$ cat config.mk
export PLATFORM = sky130hd
export DESIGN_NAME = nand_host_ctrl
export DESIGN_NICKNAME = d
export VERILOG_FILES = /design/src/rtl/nfc_pkg.sv /design/src/rtl/nfc_cfg_reg.sv /design/src/rtl/nfc_strobe_seq.sv /design/src/rtl/nfc_ecc_acc.sv /design/src/rtl/nand_host_ctrl.sv
export SDC_FILE = /design/constraint.sdc
export NUM_CORES = 1
export LEC_CHECK = 0
export ABC_AREA = 1
export BUFFER_PORTS_ARGS = -buffer_cell sky130_fd_sc_hd__buf_2
export CORE_MARGIN = 4
export CORE_UTILIZATION = 40
export CTS_BUF_LIST = sky130_fd_sc_hd__clkbuf_4
export DETAILED_ROUTE_END_ITERATION = 8
export SETUP_SLACK_MARGIN = 0.3
export SLEW_MARGIN = 20
export SYNTH_ARGS = -nofsm -noshare
export SYNTH_HDL_FRONTEND = slang
export SYNTH_HIERARCHICAL = 1
export SYNTH_SLANG_ARGS = --single-unit
$ cat constraint.sdc
create_clock -name clk -period 3.16 [get_ports clk]
set_clock_uncertainty 0.15 [all_clocks]
set_input_delay 0 -clock clk [delete_from_list [all_inputs] [get_ports clk]]
set_output_delay 0 -clock clk [all_outputs]
set_load 0.1 [all_outputs]
$ cat src/rtl/nfc_pkg.sv
// Shared constants and types for the NAND host controller.
// Assumes byte offsets on a 5-bit register address.
package nfc_pkg;

    localparam int TW = 3;  // width of each timing field

    localparam int OFF_CFG  = 'h00;
    localparam int OFF_CMD  = 'h04;
    localparam int OFF_ADR  = 'h08;
    localparam int OFF_DAT  = 'h0C;
    localparam int OFF_STAT = 'h10;
    localparam int OFF_ECC0 = 'h14;
    localparam int OFF_ECC1 = 'h15;
    localparam int OFF_ECC2 = 'h16;

    typedef enum logic [1:0] {
        CYC_CMD = 2'd0,
        CYC_ADR = 2'd1,
        CYC_DAT = 2'd2
    } cyc_kind_t;

    typedef enum logic [1:0] {
        PH_IDLE   = 2'd0,
        PH_SETUP  = 2'd1,
        PH_ACTIVE = 2'd2,
        PH_HOLD   = 2'd3
    } phase_t;

    typedef struct packed {
        logic          en;
        logic          ce_off;
        logic [TW-1:0] t_setup;
        logic [TW-1:0] t_active;
        logic [TW-1:0] t_hold;
    } cfg_t;

endpackage

$ cat src/rtl/nfc_cfg_reg.sv
// Configuration word holder.
// Keeps enable, chip release and the three timing fields. Bit 12 is a
// write-one strobe that clears the error-code accumulator and is not stored.
// Assumes writes arrive only while no flash cycle runs.
module nfc_cfg_reg
    import nfc_pkg::*;
(
    input  logic        clk,
    input  logic        rst_n,
    input  logic        wr_en,
    input  logic [15:0] wdata,
    output cfg_t        cfg,
    output logic        ecc_clr,
    output logic [15:0] rd_word
);

    logic unused_bits;
    assign unused_bits = ^{wdata[14:13], wdata[7], wdata[3]};

    // Store the kept fields on a write.
    always_ff @(posedge clk) begin
        if (!rst_n) begin
            cfg <= '0;
        end else if (wr_en) begin
            cfg.en       <= wdata[15];
            cfg.ce_off   <= wdata[11];
            cfg.t_setup  <= wdata[8 +: TW];
            cfg.t_active <= wdata[4 +: TW];
            cfg.t_hold   <= wdata[0 +: TW];
        end
    end

    // Clear pulse for the accumulator.
    assign ecc_clr = wr_en & wdata[12];

    // Read-back image of the stored word.
    always_comb begin
        rd_word           = '0;
        rd_word[15]       = cfg.en;
        rd_word[11]       = cfg.ce_off;
        rd_word[8 +: TW]  = cfg.t_setup;
        rd_word[4 +: TW]  = cfg.t_active;
        rd_word[0 +: TW]  = cfg.t_hold;
    end

endmodule

$ cat src/rtl/nfc_strobe_seq.sv
// Flash cycle sequencer.
// One start runs setup, active and hold phases. Each phase lasts its field
// plus one cycles. The latch lines and driven byte stay valid for the whole
// cycle, and the strobe is low only in the active phase. Assumes the timing
// inputs stay stable while busy.
module nfc_strobe_seq
    import nfc_pkg::*;
#(
    parameter int DW = 8
) (
    input  logic          clk,
    input  logic          rst_n,
    input  logic          start,
    input  cyc_kind_t     kind,
    input  logic          is_read,
    input  logic [DW-1:0] wbyte,
    input  logic [TW-1:0] t_setup,
    input  logic [TW-1:0] t_active,
    input  logic [TW-1:0] t_hold,
    output logic          busy,
    output logic          cle,
    output logic          ale,
    output logic          we_n,
    output logic          re_n,
    output logic [DW-1:0] io_out,
    output logic          io_oe,
    output logic          rd_sample
);

    phase_t        ph;
    logic [TW-1:0] cnt;
    cyc_kind_t     kind_q;
    logic          rd_q;
    logic [DW-1:0] wb_q;
    logic          last;

    assign last = (cnt == '0);

    // Phase state and down counter.
    always_ff @(posedge clk) begin
        if (!rst_n) begin
            ph     <= PH_IDLE;
            cnt    <= '0;
            kind_q <= CYC_CMD;
            rd_q   <= 1'b0;
            wb_q   <= '0;
        end else begin
            case (ph)
                PH_IDLE: if (start) begin
                    ph     <= PH_SETUP;
                    cnt    <= t_setup;
                    kind_q <= kind;
                    rd_q   <= is_read;
                    wb_q   <= wbyte;
                end
                PH_SETUP: if (last) begin
                    ph  <= PH_ACTIVE;
                    cnt <= t_active;
                end else begin
                    cnt <= cnt - 1'b1;
                end
                PH_ACTIVE: if (last) begin
                    ph  <= PH_HOLD;
                    cnt <= t_hold;
                end else begin
                    cnt <= cnt - 1'b1;
                end
                default: if (last) begin
                    ph <= PH_IDLE;
                end else begin
                    cnt <= cnt - 1'b1;
                end
            endcase
        end
    end

    // Pin decode from the registered phase.
    always_comb begin
        busy      = (ph != PH_IDLE);
        cle       = busy && (kind_q == CYC_CMD);
        ale       = busy && (kind_q == CYC_ADR);
        we_n      = !((ph == PH_ACTIVE) && !rd_q);
        re_n      = !((ph == PH_ACTIVE) && rd_q);
        io_oe     = busy && !rd_q;
        io_out    = io_oe ? wb_q : '0;
        rd_sample = (ph == PH_ACTIVE) && last && rd_q;
    end

endmodule

$ cat src/rtl/nfc_ecc_acc.sv
// Line/column parity accumulator over one run of data bytes.
// Line pairs follow the byte index bits and column pairs follow the bit
// position bits. Assumes RUN_BYTES and DW are powers of two. Bytes beyond
// the run are ignored until the next clear.
module nfc_ecc_acc #(
    parameter int DW        = 8,
    parameter int RUN_BYTES = 512
) (
    input  logic          clk,
    input  logic          rst_n,
    input  logic          clr,
    input  logic          byte_vld,
    input  logic [DW-1:0] byte_in,
    output logic [2*($clog2(RUN_BYTES)+$clog2(DW))-1:0] ecc
);

    localparam int IW = $clog2(RUN_BYTES);
    localparam int CW = $clog2(DW);

    logic [IW:0]   idx;
    logic [IW-1:0] lp_e, lp_o;
    logic [CW-1:0] cp_e, cp_o;
    logic          par;
    logic [CW-1:0] col_e, col_o;

    // Byte parity and per-position column parities of the incoming byte.
    always_comb begin
        par   = ^byte_in;
        col_e = '0;
        col_o = '0;
        for (int k = 0; k < CW; k++) begin
            for (int j = 0; j < DW; j++) begin
                if (((j >> k) & 1) != 0) col_o[k] = col_o[k] ^ byte_in[j];
                else                     col_e[k] = col_e[k] ^ byte_in[j];
            end
        end
    end

    // Fold each in-run byte into the code.
    always_ff @(posedge clk) begin
        if (!rst_n || clr) begin
            idx  <= '0;
            lp_e <= '0;
            lp_o <= '0;
            cp_e <= '0;
            cp_o <= '0;
        end else if (byte_vld && !idx[IW]) begin
            idx  <= idx + 1'b1;
            lp_o <= lp_o ^ ({IW{par}} & idx[IW-1:0]);
            lp_e <= lp_e ^ ({IW{par}} & ~idx[IW-1:0]);
            cp_e <= cp_e ^ col_e;
            cp_o <= cp_o ^ col_o;
        end
    end

    // Interleave even/odd pairs into the code word.
    for (genvar g = 0; g < IW; g++) begin : g_line
        assign ecc[2*g]     = lp_e[g];
        assign ecc[2*g + 1] = lp_o[g];
    end
    for (genvar c = 0; c < CW; c++) begin : g_col
        assign ecc[2*IW + 2*c]     = cp_e[c];
        assign ecc[2*IW + 2*c + 1] = cp_o[c];
    end

endmodule

$ cat src/rtl/nand_host_ctrl.sv
// NAND flash host interface controller, top level.
// Decodes register accesses, starts flash cycles through the sequencer,
// stalls the bus with bus_wait while a cycle runs, synchronises the ready
// pin and feeds moved data bytes to the error-code accumulator.
// Assumes requests are ignored while bus_wait is high.
module nand_host_ctrl
    import nfc_pkg::*;
#(
    parameter int AW          = 5,
    parameter int DW          = 8,
    parameter int RUN_BYTES   = 512,
    parameter int SYNC_STAGES = 2
) (
    input  logic          clk,
    input  logic          rst_n,
    input  logic          bus_req,
    input  logic          bus_we,
    input  logic [AW-1:0] bus_addr,
    input  logic [15:0]   bus_wdata,
    output logic [15:0]   bus_rdata,
    output logic          bus_wait,
    output logic          nf_ce_n,
    output logic          nf_cle,
    output logic          nf_ale,
    output logic          nf_we_n,
    output logic          nf_re_n,
    output logic [DW-1:0] nf_io_out,
    output logic          nf_io_oe,
    input  logic [DW-1:0] nf_io_in,
    input  logic          nf_rdy
);

    localparam int ECC_W = 2 * ($clog2(RUN_BYTES) + $clog2(DW));
    localparam logic [AW-1:0] A_CFG  = AW'(OFF_CFG);
    localparam logic [AW-1:0] A_CMD  = AW'(OFF_CMD);
    localparam logic [AW-1:0] A_ADR  = AW'(OFF_ADR);
    localparam logic [AW-1:0] A_DAT  = AW'(OFF_DAT);
    localparam logic [AW-1:0] A_STAT = AW'(OFF_STAT);
    localparam logic [AW-1:0] A_ECC0 = AW'(OFF_ECC0);
    localparam logic [AW-1:0] A_ECC1 = AW'(OFF_ECC1);
    localparam logic [AW-1:0] A_ECC2 = AW'(OFF_ECC2);

    cfg_t             cfg;
    logic             cfg_en;
    logic             ecc_clr;
    logic [15:0]      cfg_word;
    logic             busy;
    logic             accept;
    logic             cfg_wr;
    logic             flash_hit;
    logic             start;
    cyc_kind_t        kind;
    logic             rd_sample;
    logic             ecc_vld;
    logic [DW-1:0]    ecc_byte;
    logic [ECC_W-1:0] ecc;
    logic             rdy_s;
    logic [15:0]      reg_mux;

    assign accept = bus_req && !busy;
    assign cfg_wr = accept && bus_we && (bus_addr == A_CFG);
    assign cfg_en = cfg.en;

    // Pick the flash cycle type from the offset.
    always_comb begin
        flash_hit = 1'b0;
        kind      = CYC_DAT;
        if (bus_addr == A_CMD && bus_we) begin
            flash_hit = 1'b1;
            kind      = CYC_CMD;
        end else if (bus_addr == A_ADR && bus_we) begin
            flash_hit = 1'b1;
            kind      = CYC_ADR;
        end else if (bus_addr == A_DAT) begin
            flash_hit = 1'b1;
        end
    end

    assign start = accept && cfg.en && flash_hit;

    nfc_cfg_reg i_cfg (
        .clk     (clk),
        .rst_n   (rst_n),
        .wr_en   (cfg_wr),
        .wdata   (bus_wdata),
        .cfg     (cfg),
        .ecc_clr (ecc_clr),
        .rd_word (cfg_word)
    );

    nfc_strobe_seq #(.DW(DW)) i_seq (
        .clk       (clk),
        .rst_n     (rst_n),
        .start     (start),
        .kind      (kind),
        .is_read   (!bus_we),
        .wbyte     (bus_wdata[DW-1:0]),
        .t_setup   (cfg.t_setup),
        .t_active  (cfg.t_active),
        .t_hold    (cfg.t_hold),
        .busy      (busy),
        .cle       (nf_cle),
        .ale       (nf_ale),
        .we_n      (nf_we_n),
        .re_n      (nf_re_n),
        .io_out    (nf_io_out),
        .io_oe     (nf_io_oe),
        .rd_sample (rd_sample)
    );

    // Data bytes entering the code: written bytes at start, read bytes at sample.
    assign ecc_vld  = (start && bus_we && kind == CYC_DAT) || rd_sample;
    assign ecc_byte = rd_sample ? nf_io_in : bus_wdata[DW-1:0];

    nfc_ecc_acc #(.DW(DW), .RUN_BYTES(RUN_BYTES)) i_ecc (
        .clk      (clk),
        .rst_n    (rst_n),
        .clr      (ecc_clr),
        .byte_vld (ecc_vld),
        .byte_in  (ecc_byte),
        .ecc      (ecc)
    );

    // Ready pin synchroniser, depth chosen by parameter.
    if (SYNC_STAGES == 0) begin : g_nosync
        assign rdy_s = nf_rdy;
    end else begin : g_sync
        logic [SYNC_STAGES-1:0] sh;
        always_ff @(posedge clk) begin
            if (!rst_n) sh <= '0;
            else        sh <= SYNC_STAGES'({sh, nf_rdy});
        end
        assign rdy_s = sh[SYNC_STAGES-1];
    end

    // Read multiplexer for the plain registers.
    always_comb begin
        reg_mux = '0;
        case (bus_addr)
            A_CFG:   reg_mux = cfg_word;
            A_STAT:  reg_mux = {15'd0, rdy_s};
            A_ECC0:  reg_mux = {8'd0, ecc[7:0]};
            A_ECC1:  reg_mux = {8'd0, ecc[15:8]};
            A_ECC2:  reg_mux = {8'd0, ecc[23:16]};
            default: reg_mux = '0;
        endcase
    end

    // Read data register: plain reads at accept, flash reads at sample.
    always_ff @(posedge clk) begin
        if (!rst_n) begin
            bus_rdata <= '0;
        end else if (rd_sample) begin
            bus_rdata <= 16'(nf_io_in);
        end else if (accept && !bus_we && !start) begin
            bus_rdata <= reg_mux;
        end
    end

    assign bus_wait = busy;
    assign nf_ce_n  = !cfg.en || cfg.ce_off;

endmodule

[Word-level counts from Yosys, hierarchy flattened]
Index checks and enable logic that the tools add are counted.
Word-level totals
  bits in registers: 79
  output and inout port bits: 31
  logic and storage cells: 124
Operators by class
  add/subtract/negate cells: 2
  eq/ne operators: 15
  multiplexer cells: 20
  bitwise logic cells: 26
  reduce and logical (&&, ||, !) cells: 43
Operator list (number)
  $pmux 16 s5: 1
  $mux 8: 4
  $eq 5x5->1 const B: 4
  $logic_and 1x1->1: 19
  $and 9x9->9: 2
  $xor 9x9->9: 2
  $xor 1x1->1: 17
  $mux 2: 6
  $mux 3: 4
  $add 10x1->10 const B: 1
  $eq 5x4->1 const B: 2
  $logic_not 1->1: 9
  $not 9->9: 1
  $pmux 3 s3: 1
  $reduce_xor 8->1: 1
  $pmux 2 s3: 1
  $reduce_bool 2->1: 3
  $xor 3x3->3: 2
  $eq 5x3->1 const B: 1
  $logic_not 5->1: 1
  $eq 2x1->1 const B: 2
  $eq 2x2->1 const B: 2
  $logic_not 2->1: 2
  $ne 2x1->1 const B: 2
  other kinds (11): 16

[Longest topological paths before layout]
  depth in word-level cells: 9
  depth in mapped cells: 22

[Cells and area by module]
The synthesis kept the hierarchy.
By module, submodules not included
  nfc_ecc_acc: instances 1, cells an instance 298, area an instance 1996.9 um2, sequential area each 680.7 um2
  nand_host_ctrl: instances 1, cells an instance 209, area an instance 1338.8 um2, sequential area each 360.3 um2
  nfc_strobe_seq: instances 1, cells an instance 142, area an instance 937.1 um2, sequential area each 320.3 um2
  nfc_cfg_reg: instances 1, cells an instance 88, area an instance 585.6 um2, sequential area each 220.2 um2

[Least setup slack after synthesis]
OpenSTA, ideal clock, no wires.
  kind: register -> output
  start: register i_seq.ph[0]
  end: output nf_io_out[0]
  data arrival time: 3758 ps
  slack: -748 ps
  stages on the path, launching flop included: 7
  buffers on the path: 1
  path through: dfxtp_1 inv_1 ha_1 buf_4 nor2_1 inv_1 nor2_1
On the way
  cells in the longest elaborated chain, start to end: 3
RTL lines
  start: declaration: line nfc_strobe_seq.sv:30  | phase_t ph;
  start signal: assignment: line nfc_strobe_seq.sv:42  | ph <= PH_IDLE;
  start signal: assignment: line nfc_strobe_seq.sv:50  | ph <= PH_SETUP;
  start signal: assignment: line nfc_strobe_seq.sv:57  | ph <= PH_ACTIVE;
  $reduce_bool 2->1: line nfc_strobe_seq.sv:79  | busy = (ph != PH_IDLE);
  $logic_and 1x1->1: line nfc_strobe_seq.sv:84  | io_oe = busy && !rd_q;
  named net nf_io_oe: line nand_host_ctrl.sv:28  | output logic nf_io_oe,
  $mux 8: line nfc_strobe_seq.sv:85  | io_out = io_oe ? wb_q : '0;
  end: declaration: line nand_host_ctrl.sv:27  | output logic [DW-1:0] nf_io_out,
The timed path passes the listed nets, and every way through them passes these cells.

[Worst setup path in the final report]
  start: register i_seq.cnt[0]
  end: register i_ecc.lp_e[4]
On the way
  cells in the longest elaborated chain, start to end: 7
  elaborated cells between the ends (all ways): 9
  classes of those cells: mux (1); bitwise (2); reduce/logical (6)
RTL lines
  start: declaration: line nfc_strobe_seq.sv:31  | logic [TW-1:0] cnt;
  start signal: assignment: line nfc_strobe_seq.sv:51  | cnt <= t_setup;
  start signal: assignment: line nfc_strobe_seq.sv:58  | cnt <= t_active;
  start signal: assignment: line nfc_strobe_seq.sv:60  | cnt <= cnt - 1'b1;
  $logic_not 3->1: line nfc_strobe_seq.sv:37  | assign last = (cnt == '0);
  $logic_and 1x1->1 (2 in series): line nfc_strobe_seq.sv:86  | rd_sample = (ph == PH_ACTIVE) && last && rd_q;
  named net rd_sample: line nand_host_ctrl.sv:53  | logic rd_sample;
  $mux 8: line nand_host_ctrl.sv:113  | assign ecc_byte = rd_sample ? nf_io_in : bus_wdata[DW-1:0];
  named net ecc_byte[5]: line nand_host_ctrl.sv:55  | logic [DW-1:0] ecc_byte;
  $reduce_xor 8->1: line nfc_ecc_acc.sv:28  | par = ^byte_in;
  $and 9x9->9: line nfc_ecc_acc.sv:50  | lp_e <= lp_e ^ ({IW{par}} & ~idx[IW-1:0]);
  $xor 9x9->9: line nfc_ecc_acc.sv:50
  end signal: assignment: line nfc_ecc_acc.sv:50
  end: declaration: line nfc_ecc_acc.sv:21  | logic [IW-1:0] lp_e, lp_o;
The timed path passes the listed nets, and every way through them passes these cells.
A chain may end at the register's enable or synchronous reset.

==> results.md <==
- Worst Setup SP: i_seq/cnt[0]$_SDFFE_PN0P_
- Clk root buf: clkbuf_4
- CP Capture Type: flip-flop
- Arrival @ worst endpoint: 2830 ps
- Critical Path Fanout Max: 9
- Mapped Avg Cell Area: 6.59 sq um
- DIE AREA: 0.0140 sq mm
- Syn Inst Count: about 740
- WS Path Type: flip-flop to flip-flop
- Initial antenna violation count: 0
- Vias: 4721
- Die width: 118 um
- Drt first pass iters: 4
- Hold Startpoint: bus_addr[4]
- Post-Route Setup TNS: 0 ps
- Area added between synthesis and finish: 17.8%
- Synth top area share: 0.326
- Critical path cell sequence: inv_1 > ha_4 > nand2_2 > nor2_4 > buf_4 > nand2_1 > nand2_2 > inv_1 > nand2_1 > nand2_1 > nand2_1 > nand2_2 > clkinv_2 > nand2_4 > nand2_8 > nand3_1 > nand2_1 > inv_1 > nor2_1
- Fill cells: 1187
- Register bit total from synthesis: ~80
- Most common cell after layout, fill and taps aside: nand2_1
- Maximum clock frequency: 386 MHz
- EDFF count, synth: 0
- Post-DRT Antenna Nets: 0
- Port Buffers: 62
- Slowest CP cell: dfxtp_1
- DRC: 0
- Setup WS post-layout: 570 ps
- Post-CTS setup buffer count: 0
- Async set or reset register ratio after synthesis: 0
- Reg clk slew, reported paths: about 120 ps
- Die Y: 118 um
- CTS tree: yes
- Worst-Margin Slew: 605 ps
- Max_cap viols: 0
- Post-DP HPWL: 9490 um
- Wire length after detailed routing: 13300 um
- Outcome: completed
- CP Launch Type: flip-flop
- Max-slew headroom: 0.595
- H-tree levels: 3
- Distinct cells, synth: 38
- Layout cells sized above 1: 0.205
- Most used DFF post-synth: dfxtp_1
- Cell Pwr Density: just under 500 mW/mm^2
- Num Clock Sinks: 79
- Core area: approximately 0.012 sq mm
- Leading post-synthesis cells by cell area: dfxtp_1, nand2_1, inv_1
- Post-DR wirelength/cell: 13.7 um
- CP bufs+invs: 5
- Final worst path period need: 2590 ps
- CTS Buffer Depth: 2
- Grt ovf: 0
- Peak supply drop: 391 uV
- Synth Warn #: 6
- Vias/cell: 4.88
- Unrepaired setup endpoints after global routing: no
- CP peak stage delay: 350 ps
- Seq/Total Area, Yosys: 0.326
- Finish-stage setup viols: 0
- Nets: about 860
- Gr usage total: 0.189
- Initial Util: 0.417
- Area leader, netlist: dfxtp_1
- Vias in the first global route: about 4.5k
- Cell area after synthesis: 0.00486 sq mm
- CP most frequent cell: nand2_1
- Fin. Hold Viols: 0
- Top-Level Pins: 65
- TritonCTS Buffers: 9
- Detailed Route Iter0 Violations: 271
- Largest net degree at the start of global routing: 38
- Ratio of final minimum period to clock period: 0.819
- GP Congestion: 0.838
- Pins Over Slew Limit: 0
- Worst skew pair latency: 450 ps
- Ant. Diodes: 0
- Leakage: around 2.7 nW
- First-pass GRT wire length: 21700 um
- Rows: 39
- Pre-CTS setup slack: around 260 ps
- Delay-heaviest family, CP: simple AND/OR/NAND/NOR gates
- Worst hold path type: primary input to flip-flop
- Most frequent cells in the layout: nand2_1, inv_1, dfxtp_1, nor2_1, buf_2
- Worst r2r src: i_seq/cnt[0]$_SDFFE_PN0P_
- Worst path required time: roughly 3400 ps
[routing by layer]
| layer | track usage | wire length (um) |
|---|---|---|
| met2 | 0.320 | 6370 |
| met1 | 0.237 | 6120 |
| met3 | 0.0430 | 535 |
| met4 | 0.0630 | 235 |
| met5 | 0 | 0 |
[through the flow]
stage	instances	util	hold slack (ps)	cell area (sq um)	power [mW]
after floorplan	741	-	-56.5	4910	2.08
after global placement	915	0.443	40.8	5170	2.24
after detailed placement	915	0.443	44.9	5170	2.26
after CTS	966	0.484	78.7	5640	2.81
after global routing	968	0.491	169	5730	2.99
final	968	0.491	123	5730	2.81
[kinds of logic (layout without fill, tap and decap cells)]
| group | after synthesis | in the layout | share of synthesized area |
|---|---|---|---|
| AO/OA/AOI/OAI | 91 | 91 | 0.0968 |
| XOR/XNOR | 8 | 8 | 0.0144 |
| adder cells (fa/ha/maj) | 7 | 7 | 0.0180 |
| buffers and inverters | 158 | 240 | 0.152 |
| flip-flops | 79 | 79 | 0.326 |
| other | 1 | 5 | 0.000772 |
| AND/OR/NAND/NOR | 393 | 395 | 0.392 |
[synthesized netlist by cell type (5+ instances only)]
cell type    n
xnor2_1      5
a21oi_1     53
nor3_1       7
nand3_1     28
nand4_1     35
nand3_2     21
buf_2        9
nand2_1    198
nor2_1      74
inv_1      107
inv_2        9
nand2_2     10
ha_1         7
dfxtp_1     79
buf_4       18
o21ai_0     29
[worst reg2reg max path: cells and delay by family (launching register included)]
kind,cells,cell delay (ps)
adder cells (fa/ha/maj),1,190
buffers and inverters,5,510
flip-flops,1,350
AND/OR/NAND/NOR,13,1360
[worst paths after layout]
kind / depth (start not counted) / to / slack [ps]
min reg2reg: 2 / g_sync.sh[1]$_SDFF_PN0_ / 300
min: 6 / i_seq/kind_q[0]$_SDFFE_PN0P_ / 120
max: 19 / i_ecc/lp_e[4]$_SDFFE_PP0P_ / 570
max reg2reg: 19 / i_ecc/lp_e[4]$_SDFFE_PP0P_ / 570
[final cells by class]
class / instances / area, sq um / share of cell area
Multi-Input combinational cell: 506 / 2670 / 0.467
Sequential cell: 79 / 1580 / 0.276
Inverter: 119 / 455 / 0.0795
Timing Repair Buffer: 107 / 741 / 0.129
Clock inverter: 3 / 12.5 / 0.00219
Clock buffer: 11 / 82.6 / 0.0144
Tap cell: 143 / 179 / 0.0313
[timing repair]
item                       in CTS  in global routing
resized for setup               2                 16
pin swaps                       0                  1
gates cloned                    0                  2
setup endpoints to repair      20                 25
hold buffers                   37                  0
hold endpoints to repair       73                  0
[sequential cells by signal, indices dropped and copies added (netlist names)]
name and cells:
i_ecc/cp_e 3, i_seq/wb_q 8, i_cfg/cfg 11, i_ecc/lp_o 9, i_seq/cnt 3, i_seq/ph 2
i_ecc/lp_e 9, bus_rdata 16, i_seq/kind_q 2, i_seq/rd_q 1, g_sync.sh 2, i_ecc/idx 10
i_ecc/cp_o 3
[power breakdown]
group	switching, mW	internal (mW)
logic	0.934	0.306
clock network	0.338	0.165
registers	0.0294	1.04
total	1.30	1.51
(Power assumes the default switching activity.)
